--- src/rtl/spiStatusPkg.sv ---
package spiStatusPkg;

  localparam logic [7:0] CMD_WREN = 8'h06;
  localparam logic [7:0] CMD_RDSR = 8'h05;
  localparam logic [7:0] CMD_WRSR = 8'h01;

  typedef enum logic [2:0] {
    ST_IDLE, ST_CMD, ST_WEN, ST_WRDATA, ST_READ, ST_SKIP, ST_DEAD
  } fsmState_t;

  typedef struct packed {
    logic setWel;
    logic clearWel;
    logic commitWr;
    logic readActive;
  } ctrlStrobes_t;

endpackage

--- src/rtl/spiStatusFsm.sv ---
module spiStatusFsm
  import spiStatusPkg::*;
(
  input  logic         clk,
  input  logic         sysRstN,
  input  logic         csLow,
  input  logic         csRise,
  input  logic [4:0]   bitCnt,
  input  logic [7:0]   rxByte,
  input  logic         wel,
  input  logic         wip,
  input  logic         srwd,
  input  logic         wpLow,
  input  logic         hwRstLow,
  output ctrlStrobes_t strb
);

  fsmState_t st, nxt;
  logic rstPend;
  logic resetActive;
  logic writeAllowed;

  assign resetActive  = (hwRstLow | rstPend) & ~wip;
  assign writeAllowed = wel & ~wip & ~(srwd & wpLow);

  always_ff @(posedge clk or negedge sysRstN) begin
    if (!sysRstN) begin
      st      <= ST_IDLE;
      rstPend <= 1'b0;
    end else begin
      st      <= nxt;
      rstPend <= wip & (hwRstLow | rstPend);
    end
  end

  always_comb begin
    nxt = st;
    strb = '0;
    strb.clearWel   = resetActive;
    strb.readActive = (st == ST_READ);
    if (resetActive) begin
      nxt = ST_DEAD;
    end else begin
      unique case (st)
        ST_IDLE: if (csLow) nxt = ST_CMD;
        ST_CMD: begin
          if (csRise) nxt = ST_IDLE;
          else if (bitCnt == 5'd8) begin
            if (rxByte == CMD_RDSR)      nxt = ST_READ;
            else if (wip)                nxt = ST_SKIP;
            else if (rxByte == CMD_WREN) nxt = ST_WEN;
            else if (rxByte == CMD_WRSR) nxt = ST_WRDATA;
            else                         nxt = ST_SKIP;
          end
        end
        ST_WEN: if (csRise) begin
          strb.setWel = (bitCnt == 5'd8) & ~wip;
          nxt = ST_IDLE;
        end
        ST_WRDATA: if (csRise) begin
          strb.commitWr = (bitCnt == 5'd16) & writeAllowed;
          nxt = ST_IDLE;
        end
        ST_READ, ST_SKIP: if (csRise) nxt = ST_IDLE;
        ST_DEAD: if (!csLow) nxt = ST_IDLE;
        default: nxt = ST_IDLE;
      endcase
    end
  end

endmodule

--- src/rtl/spiStatusDp.sv ---
module spiStatusDp
  import spiStatusPkg::*;
#(
  parameter int WRITE_CYCLES = 64
) (
  input  logic         clk,
  input  logic         sysRstN,
  input  logic         csN,
  input  logic         sck,
  input  logic         mosi,
  input  logic         wpN,
  input  logic         hwRstN,
  input  ctrlStrobes_t strb,
  output logic         csLow,
  output logic         csRise,
  output logic [4:0]   bitCnt,
  output logic [7:0]   rxByte,
  output logic         wel,
  output logic         wip,
  output logic         srwd,
  output logic         wpLow,
  output logic         hwRstLow,
  output logic [7:0]   statusByte,
  output logic         miso
);

  localparam int CW = $clog2(WRITE_CYCLES + 1);

  logic [2:0] csQ, sckQ;
  logic [1:0] mosiQ, wpQ, rstQ;
  logic sckRise, sckFall;
  logic [2:0] bp;
  logic [CW-1:0] busyCnt;
  logic [7:0] outShift;
  logic [2:0] outCnt;
  logic busyLast;

  always_ff @(posedge clk or negedge sysRstN) begin
    if (!sysRstN) begin
      csQ   <= 3'b111;
      sckQ  <= 3'b000;
      mosiQ <= 2'b00;
      wpQ   <= 2'b11;
      rstQ  <= 2'b11;
    end else begin
      csQ   <= {csQ[1:0], csN};
      sckQ  <= {sckQ[1:0], sck};
      mosiQ <= {mosiQ[0], mosi};
      wpQ   <= {wpQ[0], wpN};
      rstQ  <= {rstQ[0], hwRstN};
    end
  end

  assign csLow    = ~csQ[1];
  assign csRise   = csQ[1] & ~csQ[2];
  assign sckRise  = sckQ[1] & ~sckQ[2];
  assign sckFall  = ~sckQ[1] & sckQ[2];
  assign wpLow    = ~wpQ[1];
  assign hwRstLow = ~rstQ[1];
  assign busyLast = wip && (busyCnt == CW'(1));

  assign statusByte = {srwd, 2'b00, bp, wel, wip};
  assign miso       = outShift[7];

  always_ff @(posedge clk or negedge sysRstN) begin
    if (!sysRstN) begin
      bitCnt <= '0;
      rxByte <= '0;
    end else begin
      if (!csLow) bitCnt <= '0;
      else if (sckRise && bitCnt != 5'd31) bitCnt <= bitCnt + 5'd1;
      if (sckRise) rxByte <= {rxByte[6:0], mosiQ[1]};
    end
  end

  always_ff @(posedge clk or negedge sysRstN) begin
    if (!sysRstN) begin
      outShift <= '0;
      outCnt   <= '0;
    end else if (!strb.readActive) begin
      outCnt <= '0;
    end else if (sckFall) begin
      outShift <= (outCnt == 3'd0) ? statusByte : {outShift[6:0], 1'b0};
      outCnt   <= outCnt + 3'd1;
    end
  end

  always_ff @(posedge clk or negedge sysRstN) begin
    if (!sysRstN) begin
      srwd    <= 1'b0;
      bp      <= '0;
      wip     <= 1'b0;
      busyCnt <= '0;
    end else if (strb.commitWr) begin
      srwd    <= rxByte[7];
      bp      <= rxByte[4:2];
      wip     <= 1'b1;
      busyCnt <= CW'(WRITE_CYCLES);
    end else if (wip) begin
      busyCnt <= busyCnt - 1'b1;
      if (busyLast) wip <= 1'b0;
    end
  end

  always_ff @(posedge clk or negedge sysRstN) begin
    if (!sysRstN)          wel <= 1'b0;
    else if (strb.clearWel) wel <= 1'b0;
    else if (strb.setWel)   wel <= 1'b1;
    else if (busyLast)      wel <= 1'b0;
  end

endmodule

--- src/rtl/spiStatusFront.sv ---
module spiStatusFront
  import spiStatusPkg::*;
#(
  parameter int WRITE_CYCLES = 64
) (
  input  logic clk,
  input  logic sysRstN,
  input  logic csN,
  input  logic sck,
  input  logic mosi,
  input  logic wpN,
  input  logic hwRstN,
  output logic miso,
  output logic misoEn
);

  ctrlStrobes_t strb;
  logic csLow, csRise, wel, wip, srwd, wpLow, hwRstLow;
  logic [4:0] bitCnt;
  logic [7:0] rxByte, statusByte;

  spiStatusDp #(.WRITE_CYCLES(WRITE_CYCLES)) dp_i (
    .clk(clk), .sysRstN(sysRstN), .csN(csN), .sck(sck), .mosi(mosi),
    .wpN(wpN), .hwRstN(hwRstN), .strb(strb), .csLow(csLow), .csRise(csRise),
    .bitCnt(bitCnt), .rxByte(rxByte), .wel(wel), .wip(wip), .srwd(srwd),
    .wpLow(wpLow), .hwRstLow(hwRstLow), .statusByte(statusByte), .miso(miso)
  );

  spiStatusFsm fsm_i (
    .clk(clk), .sysRstN(sysRstN), .csLow(csLow), .csRise(csRise),
    .bitCnt(bitCnt), .rxByte(rxByte), .wel(wel), .wip(wip), .srwd(srwd),
    .wpLow(wpLow), .hwRstLow(hwRstLow), .strb(strb)
  );

  assign misoEn = strb.readActive;

endmodule

--- config.mk ---
export PLATFORM = sky130hd
export DESIGN_NAME = spiStatusFront
export DESIGN_NICKNAME = d
export VERILOG_FILES = /design/src/rtl/spiStatusPkg.sv /design/src/rtl/spiStatusFsm.sv /design/src/rtl/spiStatusDp.sv /design/src/rtl/spiStatusFront.sv
export SDC_FILE = /design/constraint.sdc
export NUM_CORES = 1
export LEC_CHECK = 0
export BUFFER_PORTS_ARGS = -buffer_cell sky130_fd_sc_hd__buf_2
export CORE_MARGIN = 4
export CORE_UTILIZATION = 45
export CTS_CLUSTER_DIAMETER = 40
export DETAILED_ROUTE_END_ITERATION = 10
export PLACE_DENSITY = 0.67
export SYNTH_ARGS = -nofsm -noshare
export SYNTH_HDL_FRONTEND = slang
export SYNTH_HIERARCHICAL = 1
export SYNTH_SLANG_ARGS = --single-unit
export TNS_END_PERCENT = 50
--- constraint.sdc ---
create_clock -name clk -period 2.5 [get_ports clk]
set_input_delay 0.25 -clock clk [delete_from_list [all_inputs] [get_ports clk]]
set_output_delay 0.25 -clock clk [all_outputs]
set_load 0.01 [all_outputs]
==> reports/metrics.csv, run 1 <==
stage,metric,value,unit
worst_setup_path,r2r_start,dp_i/csQ[1],
drt,drt-initial-drc-count,87,
sta,grt_setup_unrepaired,no,
worst_setup_path,criticalPathCategory,reg2reg,
power,p_leak,1.22,nW
clock_tree,cts_setup_buffers,0,
worst_setup_path,r2r_end,dp_i/srwd,
sta,relSlewSlack,0.506,
logic_synthesis,synth_fp_nets,226,
clock_tree,cts_sinks,53,
drt,drtPass1Iterations,4,
sta,finalSetupViolations,0,
status,outcome,completed,
sta,fmax,467,MHz
place,io_buffers,8,
sta,fin_skew,0.00674,ns
sta,setup_tns,0,ns
global_route,grt_pass1_vias,1565,
worst_setup_path,rrSetupSlack,0.36,ns
final_layout,area_growth,8.76,%
clock_tree,cts_root_buf,clkbuf_8,
final_layout,drive_gt1_frac,0.214,
drt,finalWirelength,4040,um
clock_tree,ctsHoldBuffers,0,
sta,hold_violations,0,
global_route,grt_max_degree,54,
clock_tree,h-tree-depth,2,
sta,fin_crit_sh,0.857,
logic_synthesis,avgSynthCellArea,11.7,sq um
floorplanning,rows,26,
clock_tree,post_cts_resized,0,
drt,wl_per_cell,13.7,um
sta,maxSlewViolCount,0,
floorplanning,coreArea,5200,sq um
place,dp_cells,286,
place,hpwl,2840,um
power,pwr_density_cell,715,nW/um^2
floorplanning,die_w,82.1,um
place,gp_congestion,0.792,
clock_tree,insertion_delay,0.30,ns
sta,period_needed,2.14,ns
clock_tree,cts_tree,done,
worst_setup_path,crit_required,2.70,ns
global_route,antenna_found_initial,0,
clock_tree,clkTransAtPathRegs,0.09,ns
final_layout,nets,237,
drt,antenna_left,0,
logic_synthesis,yosys_warnings,6,
worst_setup_path,startpoint_type,flip-flop,
floorplanning,io_pins,9,
logic_synthesis,syn_inst,212,
global_route,grt_pass1_wl,7180,um
clock_tree,cts_made_buffers,5,
drt,vias_per_cell,5.22,
worst_setup_path,critPathMaxFanout,12,
job,maxCapViolCount,0,
place,dpl_cell_area,2580,sq um
global_route,track_usage,0.141,
final_layout,insertedDiodeCount,0,
logic_synthesis,syn_area,2470,sq um
worst_setup_path,cp.arrival,2.34,ns
sta,tightest_slew,0.739,ns
global_route,gr-total-overflow,0,
floorplanning,start_util,0.475,
worst_setup_path,cp-end-kind,flip-flop,
drt,vias,1536,
final_layout,num-fill-cells,459,
floorplanning,die-area,6740,sq um
worst_setup_path,r2r_cells,6,
final_layout,final_cells,294,
final_layout,final_area,2690,sq um
clock_tree,cts.path.max_buffers,2,
drt,post-route-drc-count,0,
power,peakVddDrop,0.426,mV
floorplanning,dieHeight,82.1,um
worst_hold_path,hold_class,in2async,
-- cells in the final DEF (no fill, tap or decap), types with 5 or more instances in the layout --
| master | n |
|---|---|
| inv_1 | 14 |
| ha_1 | 7 |
| nand2_1 | 15 |
| nor2_1 | 14 |
| dfrtp_1 | 46 |
| buf_2 | 8 |
| nor2b_1 | 5 |
| dfstp_2 | 7 |
| mux2i_1 | 8 |
| xnor2_1 | 5 |
| a21oi_1 | 6 |
| mux2_2 | 12 |
| o21ai_0 | 9 |
| clkbuf_8 | 5 |
-- area by class of cell --
| class | instances | area [sq um] | share of cell area |
|---|---|---|---|
| flip-flops and latches | 53 | 1340 | 0.497 |
| multi-input cells | 137 | 1030 | 0.384 |
| well taps | 70 | 87.6 | 0.0326 |
| clock buffers | 6 | 72.6 | 0.0270 |
| repair buffers | 12 | 70.1 | 0.0261 |
| inverters | 14 | 52.6 | 0.0195 |
| clock inverters | 2 | 38.8 | 0.0144 |
-- metal layers --
metal	vias up	GRT usage	routed length (um)
met5	-	0	0
met4	0	0.0748	54
met3	4	0.0304	121
met2	22	0.219	1980
met1	746	0.186	1890
li1	764	-	-
-- worst max path at each step --
stage | from | endpoint | slack, ns | cells after the start
after floorplan | dp_i/csQ[1] | dp_i/bp[0] | 0.14 | 6
after global placement | dp_i/csQ[1] | dp_i/bp[0] | 0.43 | 6
after detailed placement | dp_i/csQ[1] | dp_i/srwd | 0.37 | 6
after CTS | dp_i/csQ[1] | dp_i/srwd | 0.36 | 6
after global routing | dp_i/csQ[1] | dp_i/srwd | 0.19 | 6
final | dp_i/csQ[1] | dp_i/srwd | 0.36 | 6
-- critical path, stage by stage (launching register included) --
cell	delay, ns
dfstp_2	0.59
inv_1	0.08
nor2_1	0.26
nand4_1	0.19
a2111oi_2	0.31
buf_4	0.25
mux2_2	0.35
-- power breakdown --
part,internal [W],switching (W),total [W]
Combinational,0.000159,0.000158,0.000316
Sequential,0.000939,0.0000955,0.00103
Clock,0.000301,0.000270,0.000571
Total,0.00140,0.000523,0.00192
-- stage by stage --
step	setup WS, ns	power, W	utilization	hold slack (ns)
2_1_floorplan	0.144	0.00129	-	-0.0456
3_3_place_gp	0.427	0.00136	0.495	0.334
3_5_place_dp	0.372	0.00137	0.495	0.335
4_1_cts	0.361	0.00195	0.517	0.0197
5_1_grt	0.193	0.00203	0.517	0.0198
6_report	0.358	0.00192	0.517	0.0355
-- state kept, by name, summed over array words and instances, names as in the netlist --
| name | count |
|---|---|
| fsm_i/rstPend | 1 |
| fsm_i/st | 3 |
| dp_i/wip | 1 |
| dp_i/bitCnt | 5 |
| dp_i/outShift | 8 |
| dp_i/mosiQ | 2 |
| dp_i/wpQ | 2 |
| dp_i/busyCnt | 7 |
| dp_i/rxByte | 8 |
| dp_i/rstQ | 2 |
| dp_i/wel | 1 |
| dp_i/srwd | 1 |
| dp_i/bp | 3 |
| dp_i/sckQ | 3 |
| dp_i/csQ | 3 |
| dp_i/outCnt | 3 |
Note: power is estimated with default switching activity, not from simulation.
==> inputs of run 2 (changes only) <==
- CAP_MARGIN: unset -> 20
- SYNTH_HIERARCHICAL: 1 -> unset
==> run 2 against run 1 <==
Net effect:
- via count is 7.4% lower
- final area fell by 4.0%
- largest power group unchanged
- synthesized cell count down 3.3%
- largest cell class unchanged
- power down 6.1%
- register-to-register slack got worse by 0.17 ns
==> reports/metrics.csv, run 2 <==
stage,metric,value,unit,change
status,outcome,completed,,
power,p_leak,1.20,nW,-1.7%
final_layout,final_area,2580,sq um,-4.0%
sta,fin_crit_sh,0.925,,+0.0687
clock_tree,h-tree-depth,2,,unchanged
sta,grt_setup_unrepaired,no,,
logic_synthesis,ys_ff_latch,53,,
drt,drt-initial-drc-count,56,,-36%
logic_synthesis,synth_fp_nets,219,,-3.1%
floorplanning,rows,25,,-3.8%
sta,fin_skew,0.00303,ns,-0.00372 ns
logic_synthesis,syn_inst,205,,-3.3%
clock_tree,cts_root_buf,clkbuf_8,,
clock_tree,cts_tree,done,,
final_layout,drive_gt1_frac,0.188,,-0.0262
sta,hold_violations,0,,unchanged
floorplanning,io_pins,9,,unchanged
place,gp_congestion,0.774,,-2.3%
final_layout,top_regs,"dp_i.outShift (8), dp_i.rxByte (8), dp_i.busyCnt (7)",,
floorplanning,coreArea,4880,sq um,-6.2%
sta,finalSetupViolations,0,,unchanged
drt,post-route-drc-count,0,,unchanged
worst_setup_path,cp.arrival,2.51,ns,+0.17 ns
logic_synthesis,synth_flop_cell,dfrtp_1,,
global_route,track_usage,0.128,,-0.0135
worst_setup_path,cp-end-kind,flip-flop,,
job,maxCapViolCount,0,,unchanged
place,io_buffers,8,,unchanged
power,swShare,0.223,,-0.0491
power,power_frac_seq,0.550,,+0.012
sta,final.setup.worst_slack,0.186,ns,-0.172 ns
worst_setup_path,r2r_start,dp_i.bitCnt[0],,
global_route,antenna_found_initial,0,,unchanged
power,p_int,0.00140,W,+0.23%
logic_synthesis,synth-edff-count,0,,
power,peakVddDrop,0.394,mV,-7.5%
clock_tree,cts_setup_buffers,0,,unchanged
worst_setup_path,crit_required,2.70,ns,about the same
drt,drtPass1Iterations,4,,unchanged
logic_synthesis,synth_top_cell_by_area,dfrtp_1,,
logic_synthesis,yosys_warnings,0,,-6
final_layout,area_growth,10.9,%,
drt,vias_per_cell,4.99,,-4.5%
drt,finalWirelength,3550,um,-12%
worst_setup_path,r2r_cells,6,,unchanged
power,combPwrFrac,0.082,,-0.083
global_route,grt_pass1_wl,6130,um,-15%
clock_tree,cts_sinks,53,,unchanged
drt,antenna_left,0,,unchanged
final_layout,layout_common_cells,"dfrtp_1, nand2_1, nor2_1",,
worst_setup_path,rrSetupSlack,0.19,ns,-0.17 ns
floorplanning,dieHeight,79.9,um,-2.7%
power,power.switching,0.000402,W,-23%
sta,period_needed,2.31,ns,+0.172 ns
logic_synthesis,ys_async_sr_fraction,1.00,,
global_route,grt_max_degree,54,,unchanged
clock_tree,cts.path.max_buffers,2,,unchanged
floorplanning,die_w,79.9,um,-2.7%
sta,maxSlewViolCount,0,,unchanged
logic_synthesis,synthTopCellsByArea,"dfrtp_1, dfstp_2, mux2_2",,
worst_setup_path,r2r_end,dp_i.bp[2],,
final_layout,insertedDiodeCount,0,,unchanged
worst_setup_path,startpoint_type,flip-flop,,
worst_setup_path,worstSetupStartpoint,dp_i.bitCnt[0],,
final_layout,nets,231,,-2.5%
power,pwr-share-clk,0.369,,+0.072
sta,relSlewSlack,0.487,,-0.0192
worst_setup_path,criticalPathCategory,reg2reg,,
power,pwr_density_cell,699,nW/um^2,-2.2%
clock_tree,cts_made_buffers,5,,unchanged
floorplanning,start_util,0.477,,+0.00192
global_route,grt_pass1_vias,1316,,-16%
logic_synthesis,yosys-top-cells-count,"dfrtp_1, nand2_1, nor2_1, mux2_2, o21ai_0",,
final_layout,final_common_cell,dfrtp_1,,
place,dp_slack,0.190,ns,-0.182 ns
place,dpl_cell_area,2450,sq um,-5.0%
logic_synthesis,yosysSeqAreaShare,0.574,,
worst_setup_path,critPathMaxFanout,5,,-7
sta,hold_slack,0.0338,ns,-0.00173 ns
place,hpwl,2520,um,-11%
worst_setup_path,crit_end,dp_i.bp[2],,
logic_synthesis,synth_cell_types,39,,
logic_synthesis,avgSynthCellArea,11.4,sq um,-2.7%
logic_synthesis,synth_top_area_frac,0.495,,
clock_tree,clkTransAtPathRegs,0.09,ns,about the same
drt,wl_per_cell,12.5,um,-9.3%
sta,setup_tns,0,ns,unchanged
clock_tree,insertion_delay,0.30,ns,about the same
clock_tree,post_cts_resized,0,,unchanged
global_route,gr-total-overflow,0,,unchanged
floorplanning,die-area,6390,sq um,-5.3%
worst_hold_path,hold_class,in2reg,,
drt,vias,1422,,-7.4%
logic_synthesis,syn_area,2330,sq um,-5.9%
clock_tree,ctsHoldBuffers,0,,unchanged
sta,tightest_slew,0.768,ns,+0.0287 ns
sta,fmax,432,MHz,-7.4%
logic_synthesis,yosysMostFrequentCell,dfrtp_1,,
==> run 2: area by class of cell <==
class | count | area (sq um)
Multi-Input combinational cell | 136 | 925
Clock buffer | 5 | 68.8
Tap cell | 67 | 83.8
Inverter | 9 | 33.8
Sequential cell | 53 | 1340
Fill cell | 445 | 2300
Clock inverter | 3 | 65.1
Timing Repair Buffer | 12 | 70.1
==> run 2: layer usage <==
layer / routed length, um / share of wire / global-route usage
met2: 1540 / 0.43 / 0.186
met3: 104 / 0.029 / 0.0339
met5: 0 / 0 / 0
met4: 82 / 0.023 / 0.0709
met1: 1820 / 0.51 / 0.172
==> run 2: metrics by stage <==
stage | power (W) | cells | utilization
floorplan | 0.00110 | 205 | -
global placement | 0.00115 | 277 | 0.502
detailed placement | 0.00116 | 277 | 0.502
CTS | 0.00183 | 285 | 0.529
global route | 0.00189 | 285 | 0.529
finish | 0.00180 | 285 | 0.529
==> run 2: worst min path at each step <==
stage	start	end	cells after the start
CTS	csN	dp_i.csQ[0]	1
global placement	dp_i.mosiQ[0]	dp_i.mosiQ[1]	0
detailed placement	dp_i.sckQ[0]	dp_i.sckQ[1]	0
floorplan	sysRstN	dp_i.bitCnt[0]	0
finish	wpN	dp_i.wpQ[0]	1
global route	hwRstN	dp_i.rstQ[0]	1
==> run 2: power by group through the flow <==
stage                     Combinational, W  Clock, W  Sequential [W]
after floorplan                   0.000113         0        0.000985
after global placement            0.000147         0         0.00100
after detailed placement          0.000150         0         0.00101
after CTS                         0.000151  0.000691        0.000990
after global routing              0.000165  0.000723         0.00100
final                             0.000148  0.000665        0.000992
==> run 2: critical path: stages (launching register included) <==
cell     delay (ns)
dfrtp_1        0.43
inv_1          0.08
ha_1           0.12
or3b_1         0.35
or4_4          0.54
nor3_4         0.31
mux2_2         0.37
==> run 2: logic make-up after synthesis <==
| group | count (synthesis) | share of synthesized area |
|---|---|---|
| buffers and inverters | 16 | 0.0290 |
| XOR/XNOR | 11 | 0.0414 |
| AND/OR/NAND/NOR | 73 | 0.161 |
| AO/OA/AOI/OAI | 27 | 0.0704 |
| adder cells (fa/ha/maj) | 7 | 0.0376 |
| flip-flops | 53 | 0.574 |
| multiplexers | 18 | 0.0871 |
==> inputs of run 3 (changes only) <==
- PLACE_DENSITY: 0.67 -> 0.65
- clock period: 2.5 -> 2.6 ns (I/O delays scaled with it)
==> run 3 against run 2 <==
Net effect:
- via count shrank 2.5%
- critical path depth unchanged
- global-route usage is 0.084 points higher
- sequential share of layout area increased by 0.25 points
==> reports/metrics.csv, run 3 (same netlist as run 2, synthesis figures left out) <==
stage,metric,value,unit,change
worst_setup_path,criticalPathCategory,reg2reg,,
drt,vias,1386,,-2.5%
clock_tree,insertion_delay,0.30,ns,about the same
floorplanning,rows,25,,unchanged
worst_setup_path,crit_required,2.79,ns,+0.09 ns
sta,grt_setup_unrepaired,no,,
worst_hold_path,hold_class,in2reg,,
final_layout,final_common_cell,dfrtp_1,,
clock_tree,cts_root_buf,clkbuf_8,,
place,gp_congestion,0.776,,+0.27%
global_route,gr-total-overflow,0,,unchanged
sta,hold_violations,0,,unchanged
drt,finalWirelength,3490,um,-1.6%
clock_tree,h-tree-depth,2,,unchanged
worst_setup_path,r2r_end,dp_i.bp[2],,
sta,fmax,428,MHz,-0.97%
job,maxCapViolCount,0,,unchanged
worst_setup_path,critPathMaxFanout,5,,unchanged
sta,period_needed,2.34,ns,+0.0227 ns
final_layout,top_regs,"dp_i.outShift (8), dp_i.rxByte (8), dp_i.busyCnt (7)",,
worst_setup_path,cp-end-kind,flip-flop,,
clock_tree,cts_tree,done,,
worst_hold_path,min-delay-start,hwRstN,,
clock_tree,cts_setup_buffers,0,,unchanged
final_layout,insertedDiodeCount,0,,unchanged
sta,relSlewSlack,0.477,,-0.0104
global_route,grt_max_degree,25,,-54%
place,hpwl,2580,um,+2.2%
final_layout,layout_common_cells,"dfrtp_1, nand2_1, nor2_1",,
drt,post-route-drc-count,0,,unchanged
worst_setup_path,rrSetupSlack,0.26,ns,+0.08 ns
floorplanning,die_w,79.9,um,unchanged
clock_tree,clkTransAtPathRegs,0.09,ns,about the same
floorplanning,coreArea,4880,sq um,unchanged
sta,finalSetupViolations,0,,unchanged
floorplanning,io_pins,9,,unchanged
worst_setup_path,r2r_cells,6,,unchanged
clock_tree,cts_sinks,53,,unchanged
floorplanning,start_util,0.477,,unchanged
sta,maxSlewViolCount,0,,unchanged
drt,wl_per_cell,12.2,um,-1.9%
power,pwr_density_cell,633,nW/um^2,-9.5%
global_route,track_usage,0.129,,+0.000837
drt,drtPass1Iterations,4,,unchanged
sta,fin_skew,0.00501,ns,+0.00198 ns
power,p_leak,1.20,nW,-0.43%
place,io_buffers,8,,unchanged
clock_tree,post_cts_resized,0,,unchanged
global_route,antenna_found_initial,0,,unchanged
sta,setup_tns,0,ns,unchanged
floorplanning,die-area,6390,sq um,unchanged
drt,vias_per_cell,4.85,,-2.9%
floorplanning,dieHeight,79.9,um,unchanged
final_layout,post-route-util,0.526,,-0.00256
clock_tree,ctsHoldBuffers,1,,+1
final_layout,num-fill-cells,454,,+2.0%
drt,drt-initial-drc-count,67,,+20%
drt,antenna_left,0,,unchanged
power,peakVddDrop,0.306,mV,-22%
worst_setup_path,cp.arrival,2.53,ns,+0.02 ns
sta,tightest_slew,0.783,ns,+0.0156 ns
global_route,grt_pass1_vias,1342,,+2.0%
status,outcome,completed,,
clock_tree,cts_made_buffers,5,,unchanged
sta,fin_crit_sh,0.899,,-0.0269
final_layout,nets,233,,+0.87%
final_layout,area_growth,10.4,%,
global_route,grt_pass1_wl,6270,um,+2.4%
worst_setup_path,crit_end,dp_i.bp[2],,
worst_setup_path,r2r_start,dp_i.bitCnt[1],,
worst_setup_path,startpoint_type,flip-flop,,
final_layout,drive_gt1_frac,0.187,,-0.000859
worst_setup_path,worstSetupStartpoint,dp_i.bitCnt[1],,
clock_tree,cts.path.max_buffers,2,,unchanged
run 3: worst min-delay path by stage:
| stage | end | slack (ns) | depth (start not counted) |
|---|---|---|---|
| after floorplan | dp_i.bitCnt[0] | -0.04 | 0 |
| after global placement | dp_i.outCnt[0] | 0.17 | 1 |
| after detailed placement | dp_i.outCnt[0] | 0.17 | 1 |
| after CTS | dp_i.rstQ[0] | 0.03 | 1 |
| after global routing | dp_i.rstQ[0] | 0.02 | 1 |
| final | dp_i.rstQ[0] | 0.05 | 1 |
run 3: cell type report:
type	count	area (sq um)	area share
Timing Repair Buffer	14	87.6	0.0341
Multi-Input combinational cell	136	925	0.360
Sequential cell	53	1340	0.520
Tap cell	67	83.8	0.0326
Inverter	9	33.8	0.0132
Clock buffer	5	68.8	0.0268
Clock inverter	2	35.0	0.0136
run 3: metrics by stage:
stage	hold WS [ns]	setup WS [ns]	instances	total power, W	area, sq um
finish	0.0493	0.264	286	0.00163	2570
global route	0.0195	0.168	286	0.00172	2570
CTS	0.0346	0.267	286	0.00165	2570
detailed placement	0.170	0.279	278	0.00111	2450
global placement	0.168	0.301	278	0.00111	2450
floorplan	-0.0356	0.331	205	0.00106	2330
run 3: critical path: stages, from the launching register on:
cell and delay (ns):
dfrtp_1 0.41, inv_1 0.08, ha_1 0.12, or3b_1 0.37, or4_4 0.55, nor3_4 0.33, mux2_2 0.37
run 3: power by group:
part | switching, W | leakage [nW] | total, W | internal, W
Sequential | 0.0000619 | 0.681 | 0.000953 | 0.000892
Clock | 0.000249 | 0.0540 | 0.000529 | 0.000280
Combinational | 0.0000670 | 0.462 | 0.000143 | 0.0000761
run 3: metal layers:
layer | up-vias | wire [um] | share of wire | global-route usage
li1 | 716 | - | - | -
met1 | 650 | 1830 | 0.52 | 0.181
met2 | 16 | 1490 | 0.43 | 0.184
met3 | 4 | 113 | 0.032 | 0.0440
met4 | 0 | 63 | 0.018 | 0.0456
met5 | - | 0 | 0 | 0
